**src/rtl/brc_pkg.sv**
```systemverilog
package brc_pkg;

    // Widths shared across the resolver
    localparam int OP_W      = 8;
    localparam int CYC_W     = 3;
    localparam int BR_LEN    = 2;

    // Cycle costs
    localparam int CYC_NOT_TAKEN = 2;
    localparam int CYC_TAKEN     = 3;
    localparam int CYC_CROSS_ADD = 1;

    // Low opcode bits that mark a conditional branch
    localparam logic [4:0] BR_LOW_PATTERN = 5'b10000;

    typedef enum logic [1:0] {
        SEL_NEG = 2'b00,
        SEL_OVF = 2'b01,
        SEL_CRY = 2'b10,
        SEL_ZER = 2'b11
    } flag_sel_e;

    typedef struct packed {
        logic neg;
        logic ovf;
        logic cry;
        logic zer;
    } flags_t;

    typedef struct packed {
        logic      is_branch;
        flag_sel_e sel;
        logic      want;
    } br_decode_t;

    function automatic br_decode_t decode_opcode(input logic [OP_W-1:0] op);
        br_decode_t d;
        d.is_branch = (op[4:0] == BR_LOW_PATTERN);
        d.sel       = flag_sel_e'(op[7:6]);
        d.want      = op[5];
        return d;
    endfunction

    function automatic logic pick_flag(input flags_t f, input flag_sel_e s);
        logic v;
        case (s)
            SEL_NEG: v = f.neg;
            SEL_OVF: v = f.ovf;
            SEL_CRY: v = f.cry;
            default: v = f.zer;
        endcase
        return v;
    endfunction

endpackage

```
**src/rtl/brc_cond_eval.sv**
```systemverilog
module brc_cond_eval
    import brc_pkg::*;
(
    input  logic [OP_W-1:0] opcode,
    input  flags_t          flags,
    output logic            legal,
    output logic            taken
);
    br_decode_t dec;

    always_comb begin
        dec   = decode_opcode(opcode);
        legal = dec.is_branch;
        taken = dec.is_branch && (pick_flag(flags, dec.sel) == dec.want);
    end
endmodule

```
**src/rtl/brc_target_calc.sv**
```systemverilog
module brc_target_calc
    import brc_pkg::*;
#(
    parameter int ADDR_W = 16,
    parameter int DISP_W = 8,
    parameter int OFS_W  = 8
) (
    input  logic [ADDR_W-1:0] pc,
    input  logic [DISP_W-1:0] disp,
    output logic [ADDR_W-1:0] seq_pc,
    output logic [ADDR_W-1:0] target,
    output logic              page_cross
);
    localparam int PAGE_W = ADDR_W - OFS_W;

    logic [ADDR_W-1:0] disp_ext;

    generate
        if (DISP_W < ADDR_W) begin : g_sext
            assign disp_ext = {{(ADDR_W-DISP_W){disp[DISP_W-1]}}, disp};
        end else begin : g_trunc
            assign disp_ext = disp[ADDR_W-1:0];
        end
    endgenerate

    logic [PAGE_W-1:0] seq_page;
    logic [PAGE_W-1:0] tgt_page;

    always_comb begin
        seq_pc     = pc + ADDR_W'(BR_LEN);
        target     = seq_pc + disp_ext;
        seq_page   = seq_pc[ADDR_W-1:OFS_W];
        tgt_page   = target[ADDR_W-1:OFS_W];
        page_cross = (seq_page != tgt_page);
    end
endmodule

```
**src/rtl/brc_cycle_calc.sv**
```systemverilog
module brc_cycle_calc
    import brc_pkg::*;
(
    input  logic             legal,
    input  logic             taken,
    input  logic             page_cross,
    output logic [CYC_W-1:0] cycles
);
    always_comb begin
        if (!legal) begin
            cycles = '0;
        end else if (!taken) begin
            cycles = CYC_W'(CYC_NOT_TAKEN);
        end else if (page_cross) begin
            cycles = CYC_W'(CYC_TAKEN + CYC_CROSS_ADD);
        end else begin
            cycles = CYC_W'(CYC_TAKEN);
        end
    end
endmodule

```
**src/rtl/brc_resolve_unit.sv**
```systemverilog
module brc_resolve_unit
    import brc_pkg::*;
#(
    parameter int ADDR_W = 16,
    parameter int DISP_W = 8,
    parameter int OFS_W  = 8
) (
    input  logic              clk,
    input  logic              rst,
    input  logic              valid_i,
    input  logic [OP_W-1:0]   opcode_i,
    input  logic              flag_n_i,
    input  logic              flag_v_i,
    input  logic              flag_c_i,
    input  logic              flag_z_i,
    input  logic [ADDR_W-1:0] pc_i,
    input  logic [DISP_W-1:0] disp_i,
    output logic              done_o,
    output logic              taken_o,
    output logic              illegal_o,
    output logic [ADDR_W-1:0] next_pc_o,
    output logic [CYC_W-1:0]  cycles_o
);
    flags_t            flags;
    logic              legal;
    logic              cond_taken;
    logic [ADDR_W-1:0] seq_pc;
    logic [ADDR_W-1:0] target;
    logic              page_cross;
    logic [CYC_W-1:0]  cycles_nx;
    logic [ADDR_W-1:0] next_pc_nx;

    assign flags = '{neg: flag_n_i, ovf: flag_v_i, cry: flag_c_i, zer: flag_z_i};

    brc_cond_eval i_cond (
        .opcode (opcode_i),
        .flags  (flags),
        .legal  (legal),
        .taken  (cond_taken)
    );

    brc_target_calc #(
        .ADDR_W (ADDR_W),
        .DISP_W (DISP_W),
        .OFS_W  (OFS_W)
    ) i_target (
        .pc         (pc_i),
        .disp       (disp_i),
        .seq_pc     (seq_pc),
        .target     (target),
        .page_cross (page_cross)
    );

    brc_cycle_calc i_cycles (
        .legal      (legal),
        .taken      (cond_taken),
        .page_cross (page_cross),
        .cycles     (cycles_nx)
    );

    always_comb begin
        if (!legal) begin
            next_pc_nx = pc_i;
        end else if (cond_taken) begin
            next_pc_nx = target;
        end else begin
            next_pc_nx = seq_pc;
        end
    end

    always_ff @(posedge clk) begin
        if (rst) begin
            done_o    <= 1'b0;
            taken_o   <= 1'b0;
            illegal_o <= 1'b0;
            next_pc_o <= '0;
            cycles_o  <= '0;
        end else begin
            done_o <= valid_i;
            if (valid_i) begin
                taken_o   <= cond_taken;
                illegal_o <= !legal;
                next_pc_o <= next_pc_nx;
                cycles_o  <= cycles_nx;
            end
        end
    end
endmodule

```
**config.mk**
```make
export PLATFORM = sky130hd
export DESIGN_NAME = brc_resolve_unit
export DESIGN_NICKNAME = d
export VERILOG_FILES = /design/src/rtl/brc_pkg.sv /design/src/rtl/brc_cond_eval.sv /design/src/rtl/brc_target_calc.sv /design/src/rtl/brc_cycle_calc.sv /design/src/rtl/brc_resolve_unit.sv
export SDC_FILE = /design/constraint.sdc
export NUM_CORES = 1
export LEC_CHECK = 0
export ABC_AREA = 1
export BUFFER_PORTS_ARGS = -buffer_cell sky130_fd_sc_hd__buf_2
export CORE_ASPECT_RATIO = 0.5
export CORE_UTILIZATION = 50
export DETAILED_ROUTE_END_ITERATION = 6
export PLACE_DENSITY = 0.78
export SLEW_MARGIN = 10
export SYNTH_ARGS = -nofsm -noshare
export SYNTH_HDL_FRONTEND = slang
export SYNTH_SLANG_ARGS = --single-unit
export TNS_END_PERCENT = 50
```
**constraint.sdc**
```tcl
create_clock -name clk -period 2.77 [get_ports clk]
set_input_delay 0.554 -clock clk [delete_from_list [all_inputs] [get_ports clk]]
set_output_delay 0.554 -clock clk [all_outputs]
set_load 0.05 [all_outputs]
```
==> flow_summary.html, run 1 <==
<table>
<tr><th>Metric</th><th>Value</th></tr>
<tr><th colspan="2">Yosys</th></tr>
<tr><td>Number of synthesis warnings</td><td>0</td></tr>
<tr><td>Top_reg_cell synth</td><td>dfxtp_1</td></tr>
<tr><td>Synthesized instance count</td><td>440</td></tr>
<tr><td>Nets in the synthesized netlist</td><td>497</td></tr>
<tr><td>Post-synthesis sequential area ratio</td><td>16.95%</td></tr>
<tr><td>Top cell type's share of synthesized area</td><td>21.95%</td></tr>
<tr><td>Most used standard cells in the synthesized netlist</td><td>152 x nand2_1, 56 x inv_1, 46 x nand3_1</td></tr>
<tr><td>Mean post-synth cell area</td><td>5.906 µm²</td></tr>
<tr><td>Yosys top cell by area</td><td>nand2_1</td></tr>
<tr><td>Post-synthesis instance area</td><td>0.002599 mm²</td></tr>
<tr><td>Top-count cell post-synth</td><td>nand2_1</td></tr>
<tr><td>Count of unique library cells instantiated by Yosys</td><td>40</td></tr>
<tr><td>Count of flip-flops with a built-in enable after synthesis</td><td>0</td></tr>
<tr><td>Async set-reset flop share out of synthesis</td><td>0%</td></tr>
<tr><td>Post-synthesis sequential element count</td><td>22</td></tr>
<tr><td>Synth top area cells</td><td>nand2_1 22%, dfxtp_1 17%, nand3_1 8.9%, ha_1 8.2%, inv_1 8.1%</td></tr>
<tr><th colspan="2">STA</th></tr>
<tr><td>Min cycle time layout</td><td>2908 ps</td></tr>
<tr><td>Fmax achieved</td><td>0.3439 GHz</td></tr>
<tr><td>Fin Clk Skew</td><td>0 ps</td></tr>
<tr><td>Worst slew margin</td><td>30.56%</td></tr>
<tr><td>Tcrit/Tclk final</td><td>105.0%</td></tr>
<tr><td>RSZ-0062 raised after global routing</td><td>true</td></tr>
<tr><td>Fin worst setup slack</td><td>-137.9 ps</td></tr>
<tr><td>Final TNS setup</td><td>-329.1 ps</td></tr>
<tr><td>Worst-Margin Slew</td><td>1038 ps</td></tr>
<tr><td>Final max-slew violation count</td><td>0</td></tr>
<tr><td>Number of endpoints failing setup at the final stage</td><td>3</td></tr>
<tr><td>Fin. Hold Viols</td><td>0</td></tr>
<tr><th colspan="2">Hold path</th></tr>
<tr><td>Count of cells along the worst hold path</td><td>2</td></tr>
<tr><td>Min-Delay Path Class</td><td>flip-flop to flip-flop</td></tr>
<tr><th colspan="2">Global routing</th></tr>
<tr><td>Maximum number of pins on one net before global-route repair</td><td>19</td></tr>
<tr><td>Number of global-route vias before repair</td><td>2784</td></tr>
<tr><td>Sum of overflow across all layers after global routing</td><td>0</td></tr>
<tr><td>Global-route wire length before repair</td><td>13050 µm</td></tr>
<tr><td>Global routing met3 resource utilization</td><td>2.217%</td></tr>
<tr><td>Met2 capacity usage during global routing</td><td>47.89%</td></tr>
<tr><td>Antenna violations before repair</td><td>0</td></tr>
<tr><td>Highest-utilization routing layer at the global route stage</td><td>met2</td></tr>
<tr><td>Met1 track demand over resource in global routing</td><td>45.64%</td></tr>
<tr><td>Gr usage total</td><td>30.51%</td></tr>
<tr><th colspan="2">Critical path</th></tr>
<tr><td>Delay of the slowest cell on the worst path</td><td>230 ps</td></tr>
<tr><td>Arr. time, crit path</td><td>3060 ps</td></tr>
<tr><td>Startpoint-to-endpoint class of the critical path</td><td>input pin to flip-flop</td></tr>
<tr><td>Cell with the most instances on the worst path</td><td>nand2_1</td></tr>
<tr><td>Critical Path Source Type</td><td>input pin</td></tr>
<tr><td>Endpoint required time on the critical path</td><td>2920 ps</td></tr>
<tr><td>Count of buffering cells on the critical path with inverters included</td><td>1</td></tr>
<tr><td>Critical path fanouts, max</td><td>4</td></tr>
<tr><td>Nature of the critical path endpoint</td><td>flip-flop</td></tr>
<tr><td>Slowest library cell on the worst path</td><td>ha_4</td></tr>
<tr><td>Worst r2r path cells</td><td>4</td></tr>
<tr><td>Top delay family on crit path</td><td>simple AND/OR/NAND/NOR gates</td></tr>
<tr><td>Total number of cells along the worst setup path</td><td>23</td></tr>
<tr><td>Critical-path cell list</td><td>buf_8 &gt; ha_4 &gt; nand2_4 &gt; nor2_4 &gt; nand3_4 &gt; nor2_2 &gt; nand2_1 &gt; nand2_2 &gt; ha_4 &gt; nand2_1 &gt; nand2_1 &gt; nand2_1 &gt; nand2_1 &gt; a21oi_2 &gt; nand2_1 &gt; nand2_1 &gt; nand3_1 &gt; nand2_1 &gt; nand2_1 &gt; nor2_1 &gt; nand2_2 &gt; nand3_2 &gt; nand2_2</td></tr>
<tr><th colspan="2">Floorplanning</th></tr>
<tr><td>Vertical extent of the die</td><td>52.98 µm</td></tr>
<tr><td>Site Rows</td><td>18</td></tr>
<tr><td>Chip Width</td><td>104.0 µm</td></tr>
<tr><td>Placeable Area</td><td>0.004955 mm²</td></tr>
<tr><td>Die footprint</td><td>0.005508 mm²</td></tr>
<tr><td>Effective utilization at floorplan</td><td>52.45%</td></tr>
<tr><td>I/O pin count</td><td>61</td></tr>
<tr><th colspan="2">Status</th></tr>
<tr><td>Violations in the final reports</td><td>negative setup slack</td></tr>
<tr><td>Run status</td><td>finished, violations left</td></tr>
<tr><th colspan="2">Drt</th></tr>
<tr><td>Average wire length per cell after detail routing</td><td>16.14 µm</td></tr>
<tr><td>DRC violation total after the first TritonRoute iteration</td><td>296</td></tr>
<tr><td>DRC Markers</td><td>0</td></tr>
<tr><td>Antenna violation net count after detailed routing</td><td>0</td></tr>
<tr><td>Number of optimization iterations in the first detailed-route pass</td><td>5</td></tr>
<tr><td>Routed via count</td><td>3599</td></tr>
<tr><td>Via-per-instance ratio</td><td>5.641</td></tr>
<tr><td>Overall routed net length</td><td>10300 µm</td></tr>
<tr><th colspan="2">CTS</th></tr>
<tr><td>Number of H-tree levels</td><td>1</td></tr>
<tr><td>CTS hold repair buffers</td><td>0</td></tr>
<tr><td>Clock sinks</td><td>22</td></tr>
<tr><td>CTS max path bufs</td><td>2</td></tr>
<tr><td>Clock latency on the worst-skew pair</td><td>250 ps</td></tr>
<tr><td>CTS clk-pin slew, worst paths</td><td>70 ps</td></tr>
<tr><td>Number of buffers created by CTS</td><td>3</td></tr>
<tr><td>CTS tree</td><td>yes</td></tr>
<tr><td>Clock Root Buffer</td><td>clkbuf_8</td></tr>
<tr><th colspan="2">Final layout</th></tr>
<tr><td>Final Core Density</td><td>80.81%</td></tr>
<tr><td>Final non-filler cell area</td><td>0.004004 mm²</td></tr>
<tr><td>Number of nets in the layout</td><td>627</td></tr>
<tr><td>Fin cells</td><td>638</td></tr>
<tr><td>Filler cell count</td><td>321</td></tr>
<tr><td>Area overhead of the layout relative to synthesis</td><td>54.07%</td></tr>
<tr><td>Share of post-route cells with drive strength above 1</td><td>45.60%</td></tr>
<tr><td>Diode count</td><td>0</td></tr>
<tr><th colspan="2">Placement</th></tr>
<tr><td>Total cell area at the placement stage</td><td>0.003457 mm²</td></tr>
<tr><td>Number of placed instances with taps included</td><td>630</td></tr>
<tr><td>Pre-CTS worst setup slack</td><td>-341.6 ps</td></tr>
<tr><td>Input/output buffers</td><td>60</td></tr>
<tr><td>Half-perimeter wire length after placement</td><td>6722 µm</td></tr>
<tr><td>Routability cong.</td><td>0.9186</td></tr>
<tr><th colspan="2">Pwr</th></tr>
<tr><td>Static leakage</td><td>2.063 nW</td></tr>
<tr><td>Maximum VDD drop</td><td>0.0002564 V</td></tr>
<tr><td>Cell area power density</td><td>322.2 mW/mm²</td></tr>
<tr><th colspan="2">Flow run</th></tr>
<tr><td>Number of maximum-capacitance violations</td><td>0</td></tr>
</table>
## worst register-to-register path, delay by kind of cell (launching register included)
kind,cells,cell delay [ps]
flops,1,340
compound gates,2,260
simple gates,1,60
buf+inv,1,90
## metal layers
layer  wire (µm)  vias up  part of all wire (%)
li1            -     1683                     -
met3        1107       40                    11
met2        4588      243                    45
met1        4326     1633                    42
met5           0        -                     0
met4         275        0                   2.7
## stage by stage
step / hold WS (ps) / power, mW
final: 455.1 / 1.290
after global routing: 481.1 / 1.359
after detailed placement: 441.5 / 0.9414
after floorplan: 676.0 / 0.7017
after CTS: 458.4 / 1.142
after global placement: 434.9 / 0.9292
## logic make-up after synthesis
family,Yosys count,synth area share (%)
xor gates and xnor gates,12,4.333
DFF,22,16.95
adders and majority gates,18,8.955
buffers and inverters,77,11.60
and+or+nand+nor,268,47.62
AOI/OAI and AO/OA,43,10.54
## registers in the layout, summed over array words and instances (netlist names)
register   cells
taken_o        1
cycles_o       3
done_o         1
next_pc_o     16
illegal_o      1
## cell type report
class                   instances  area, µm²  share of cell area (%)
flip-flops and latches         22      440.4                   11.00
clock buffers                   3      41.29                   1.031
inverters                      70      262.8                   6.563
multi-input cells             341       2307                   57.62
well taps                      70      87.58                   2.188
repair buffers                132      864.6                   21.59
## path summary, 6_finish.rpt
kind	from	slack (ps)	end
setup reg to reg	next_pc_o[4]$_SDFFE_PP0P_	1950	next_pc_o[4]$_SDFFE_PP0P_
hold / removal	next_pc_o[0]$_SDFFE_PP0P_	460	next_pc_o[0]$_SDFFE_PP0P_
setup / recovery	pc_i[2]	-140	cycles_o[2]$_SDFFE_PP0P_
hold reg to reg	next_pc_o[0]$_SDFFE_PP0P_	460	next_pc_o[0]$_SDFFE_PP0P_
## power breakdown
group          switching [mW]  leakage (nW)  internal [mW]
sequential            0.00792         0.181          0.333
combinational           0.454          1.86          0.311
clock                  0.0883        0.0216         0.0967
total                   0.550          2.06          0.740
## cell usage in the layout (no fill, tap or decap), types with 9 or more instances in the layout
cell type	n
inv_1	48
buf_4	70
inv_2	20
dfxtp_1	22
nand3_1	35
nor2_2	9
nand3_2	15
nor2_1	14
buf_2	58
nand2_2	36
nand2_1	117
ha_4	12
## repair_timing
item                       CTS  global route
hold endpoints to repair     0             0
setup buffers                0             5
setup endpoints to repair    4            11
gates resized for setup     12            97
pin swaps                    1            44
cloned                       0             0
(Power assumes the default switching activity.)
==> run 2: changes to the inputs <==
--- a/config.mk
+++ b/config.mk
@@ -10,7 +10,8 @@
 export CORE_ASPECT_RATIO = 0.5
 export CORE_UTILIZATION = 50
 export DETAILED_ROUTE_END_ITERATION = 6
-export PLACE_DENSITY = 0.78
+export PLACE_DENSITY = 0.75
+export SETUP_SLACK_MARGIN = 0.4
 export SLEW_MARGIN = 10
 export SYNTH_ARGS = -nofsm -noshare
 export SYNTH_HDL_FRONTEND = slang
==> constraint.sdc (replaced) <==
create_clock -name clk -period 3.4 [get_ports clk]
set_input_delay 0.68 -clock clk [delete_from_list [all_inputs] [get_ports clk]]
set_output_delay 0.68 -clock clk [all_outputs]
set_load 0.05 [all_outputs]
==> run 2 against run 1 <==
The flow now finishes without violations. Worst hold slack got worse by 6.4 ps. Routed wire length fell by 25%. Worst setup slack improved by 690 ps. Final area fell by 15%. Flip-flop and latch count did not move. Clock skew did not move. Utilization fell by 12 points. Sequential power fell by 19%. Critical path depth did not move. Sequential share of layout area rose by 1.9 points. Final cell count fell by 9.9%. Die area did not move. Critical endpoint is now cycles_o[1]$_SDFFE_PP0P_. Highest routed layer unchanged.
==> flow_summary.html, run 2 (synthesis gave the netlist of run 1 again) <==
<table>
<tr><th>Metric</th><th>Value</th></tr>
<tr><th colspan="2">Global routing</th></tr>
<tr><td>Gr usage total</td><td>27.43%</td></tr>
<tr><td>Sum of overflow across all layers after global routing</td><td>0</td></tr>
<tr><td>Global-route wire length before repair</td><td>11690 µm</td></tr>
<tr><td>Number of global-route vias before repair</td><td>2382</td></tr>
<tr><td>Antenna violations before repair</td><td>0</td></tr>
<tr><td>Maximum number of pins on one net before global-route repair</td><td>19</td></tr>
<tr><th colspan="2">Critical path</th></tr>
<tr><td>Cell with the most instances on the worst path</td><td>nand2_1</td></tr>
<tr><td>Count of buffering cells on the critical path with inverters included</td><td>4</td></tr>
<tr><td>Delay of the slowest cell on the worst path</td><td>300 ps</td></tr>
<tr><td>Critical Path Source Type</td><td>input pin</td></tr>
<tr><td>Endpoint required time on the critical path</td><td>3560 ps</td></tr>
<tr><td>Startpoint-to-endpoint class of the critical path</td><td>input pin to flip-flop</td></tr>
<tr><td>Arr. time, crit path</td><td>3010 ps</td></tr>
<tr><td>Critical path fanouts, max</td><td>5</td></tr>
<tr><td>Critical-path cell list</td><td>buf_6 &gt; ha_4 &gt; nand2_4 &gt; nor2_4 &gt; nand2_2 &gt; xor2_2 &gt; inv_2 &gt; ha_4 &gt; nand2_1 &gt; nand2_2 &gt; inv_1 &gt; nand2_1 &gt; inv_1 &gt; nand3_1 &gt; nand2_1 &gt; nand3_1 &gt; nand2_1 &gt; nand3_2 &gt; nor2_2 &gt; nand2_2 &gt; nand2_1 &gt; nand2_1 &gt; nand2_1</td></tr>
<tr><td>Nature of the critical path endpoint</td><td>flip-flop</td></tr>
<tr><td>Top delay family on crit path</td><td>simple AND/OR/NAND/NOR gates</td></tr>
<tr><td>Slowest library cell on the worst path</td><td>ha_4</td></tr>
<tr><th colspan="2">STA</th></tr>
<tr><td>Number of endpoints failing setup at the final stage</td><td>0</td></tr>
<tr><td>Worst-Margin Slew</td><td>961.2 ps</td></tr>
<tr><td>Fin Clk Skew</td><td>0 ps</td></tr>
<tr><td>Fin. Hold Viols</td><td>0</td></tr>
<tr><td>RSZ-0062 raised after global routing</td><td>false</td></tr>
<tr><td>Tcrit/Tclk final</td><td>83.85%</td></tr>
<tr><td>Final max-slew violation count</td><td>0</td></tr>
<tr><td>Final hold slack</td><td>448.7 ps</td></tr>
<tr><td>Min cycle time layout</td><td>2851 ps</td></tr>
<tr><td>Fmax achieved</td><td>0.3508 GHz</td></tr>
<tr><td>Final TNS setup</td><td>0 ps</td></tr>
<tr><td>Worst slew margin</td><td>35.69%</td></tr>
<tr><th colspan="2">Placement</th></tr>
<tr><td>Routability cong.</td><td>0.9376</td></tr>
<tr><td>Half-perimeter wire length after placement</td><td>5987 µm</td></tr>
<tr><td>Total cell area at the placement stage</td><td>0.002970 mm²</td></tr>
<tr><td>Input/output buffers</td><td>60</td></tr>
<tr><td>Number of placed instances with taps included</td><td>566</td></tr>
<tr><th colspan="2">Hold path</th></tr>
<tr><td>Min-Delay Path Class</td><td>flip-flop to flip-flop</td></tr>
<tr><th colspan="2">Status</th></tr>
<tr><td>Run status</td><td>completed</td></tr>
<tr><th colspan="2">Pwr</th></tr>
<tr><td>Maximum VDD drop</td><td>0.0001906 V</td></tr>
<tr><td>Cell area power density</td><td>266.4 mW/mm²</td></tr>
<tr><td>Static leakage</td><td>1.739 nW</td></tr>
<tr><th colspan="2">Drt</th></tr>
<tr><td>DRC Markers</td><td>0</td></tr>
<tr><td>Number of optimization iterations in the first detailed-route pass</td><td>5</td></tr>
<tr><td>Average wire length per cell after detail routing</td><td>13.52 µm</td></tr>
<tr><td>Antenna violation net count after detailed routing</td><td>0</td></tr>
<tr><td>DRC violation total after the first TritonRoute iteration</td><td>209</td></tr>
<tr><td>Via-per-instance ratio</td><td>5.212</td></tr>
<tr><td>Routed via count</td><td>2997</td></tr>
<tr><td>Overall routed net length</td><td>7773 µm</td></tr>
<tr><th colspan="2">Final layout</th></tr>
<tr><td>Number of nets in the layout</td><td>564</td></tr>
<tr><td>Area of combinational cells with multiple inputs</td><td>0.002196 mm²</td></tr>
<tr><td>Leading cell type in the layout, fill and taps excluded</td><td>nand2_1</td></tr>
<tr><td>Reg with most FFs</td><td>next_pc_o</td></tr>
<tr><td>Leading cell types in the layout, fill and taps excluded</td><td>131 x nand2_1, 57 x buf_2, 51 x inv_1</td></tr>
<tr><td>Final non-filler cell area</td><td>0.003415 mm²</td></tr>
<tr><td>Area overhead of the layout relative to synthesis</td><td>31.39%</td></tr>
<tr><td>Registers with the most flip-flops</td><td>next_pc_o x16, cycles_o x3</td></tr>
<tr><td>Area used by sequential logic in the layout</td><td>440.4 µm²</td></tr>
<tr><td>Final Core Density</td><td>68.91%</td></tr>
<tr><td>Share of post-route cells with drive strength above 1</td><td>33.66%</td></tr>
<tr><td>Filler cell count</td><td>430</td></tr>
<tr><td>Flip-flop count of the largest register, all copies and words added</td><td>16</td></tr>
<tr><td>Diode count</td><td>0</td></tr>
<tr><td>Fin cells</td><td>575</td></tr>
<tr><th colspan="2">Floorplanning</th></tr>
<tr><td>Vertical extent of the die</td><td>52.98 µm</td></tr>
<tr><td>Placeable Area</td><td>0.004955 mm²</td></tr>
<tr><td>Site Rows</td><td>18</td></tr>
<tr><td>Chip Width</td><td>104.0 µm</td></tr>
<tr><td>Die footprint</td><td>0.005508 mm²</td></tr>
<tr><td>Effective utilization at floorplan</td><td>52.45%</td></tr>
<tr><td>I/O pin count</td><td>61</td></tr>
<tr><th colspan="2">Flow run</th></tr>
<tr><td>Number of maximum-capacitance violations</td><td>0</td></tr>
<tr><th colspan="2">CTS</th></tr>
<tr><td>CTS clk-pin slew, worst paths</td><td>70 ps</td></tr>
<tr><td>Clock Root Buffer</td><td>clkbuf_8</td></tr>
<tr><td>Clock sinks</td><td>22</td></tr>
<tr><td>Clock latency on the worst-skew pair</td><td>260 ps</td></tr>
<tr><td>CTS max path bufs</td><td>2</td></tr>
<tr><td>Number of H-tree levels</td><td>1</td></tr>
<tr><td>CTS tree</td><td>yes</td></tr>
<tr><td>Number of buffers created by CTS</td><td>3</td></tr>
<tr><td>CTS hold repair buffers</td><td>0</td></tr>
</table>
## run 2: cell types whose count changed in the layout (fill, tap and decap cells not counted), moves of 4 or more
| cell | previous run | this run |
|---|---|---|
| nand2_1 | 117 | 131 |
| nor2_1 | 14 | 18 |
| nand3_2 | 15 | 11 |
| nand2_2 | 36 | 25 |
| nand3_1 | 35 | 39 |
| buf_4 | 70 | 9 |
## run 2: final timing paths
path | from | to | slack [ps] | cells past startpoint
min reg2reg | next_pc_o[0]$_SDFFE_PP0P_ | next_pc_o[0]$_SDFFE_PP0P_ | 450 | 2
max | pc_i[2] | cycles_o[1]$_SDFFE_PP0P_ | 550 | 23
min | next_pc_o[0]$_SDFFE_PP0P_ | next_pc_o[0]$_SDFFE_PP0P_ | 450 | 2
max reg2reg | next_pc_o[4]$_SDFFE_PP0P_ | next_pc_o[4]$_SDFFE_PP0P_ | 2630 | 4
## run 2: power breakdown
part | internal (mW) | total (mW) | switching [mW]
clock | 0.0790 | 0.157 | 0.0776
combinational | 0.168 | 0.476 | 0.308
sequential | 0.271 | 0.277 | 0.00619
total | 0.518 | 0.910 | 0.391
## run 2: per-layer routing
layer,GRT usage (%),vias to the layer above,wire length (µm)
met1,43.77,1319,3932
met2,39.33,117,3151
met4,6.667,0,57
li1,-,1556,-
met5,0,-,0
met3,0.8621,5,631
## run 2: worst register-to-register path: cells and delay by family, from the launching register on
kind | cells | cell delay (ps)
flip-flops | 1 | 350
AO/OA/AOI/OAI | 2 | 230
AND/OR/NAND/NOR | 1 | 60
buffers and inverters | 1 | 60
## run 2: what timing repair did
| action | 4_1_cts | 5_1_grt |
|---|---|---|
| setup buffers | 0 | 6 |
| gates cloned | 0 | 0 |
| setup endpoints to repair | 2 | 6 |
| pin swaps | 0 | 33 |
| resized for setup | 5 | 77 |
## run 2: metrics by stage
| stage | setup WS, ps | power, mW |
|---|---|---|
| floorplan | 477.4 | 0.5701 |
| global placement | 194.0 | 0.6671 |
| detailed placement | 98.24 | 0.6707 |
| CTS | 418.7 | 0.8280 |
| global route | 335.6 | 0.9687 |
| finish | 549.1 | 0.9095 |
## run 2: cell type report
cell class	count	share of cell area, %
Inverter	70	7.695
Tap cell	70	2.565
Timing Repair Buffer	69	11.32
Clock buffer	3	1.209
Multi-Input combinational cell	341	64.31
Sequential cell	22	12.90
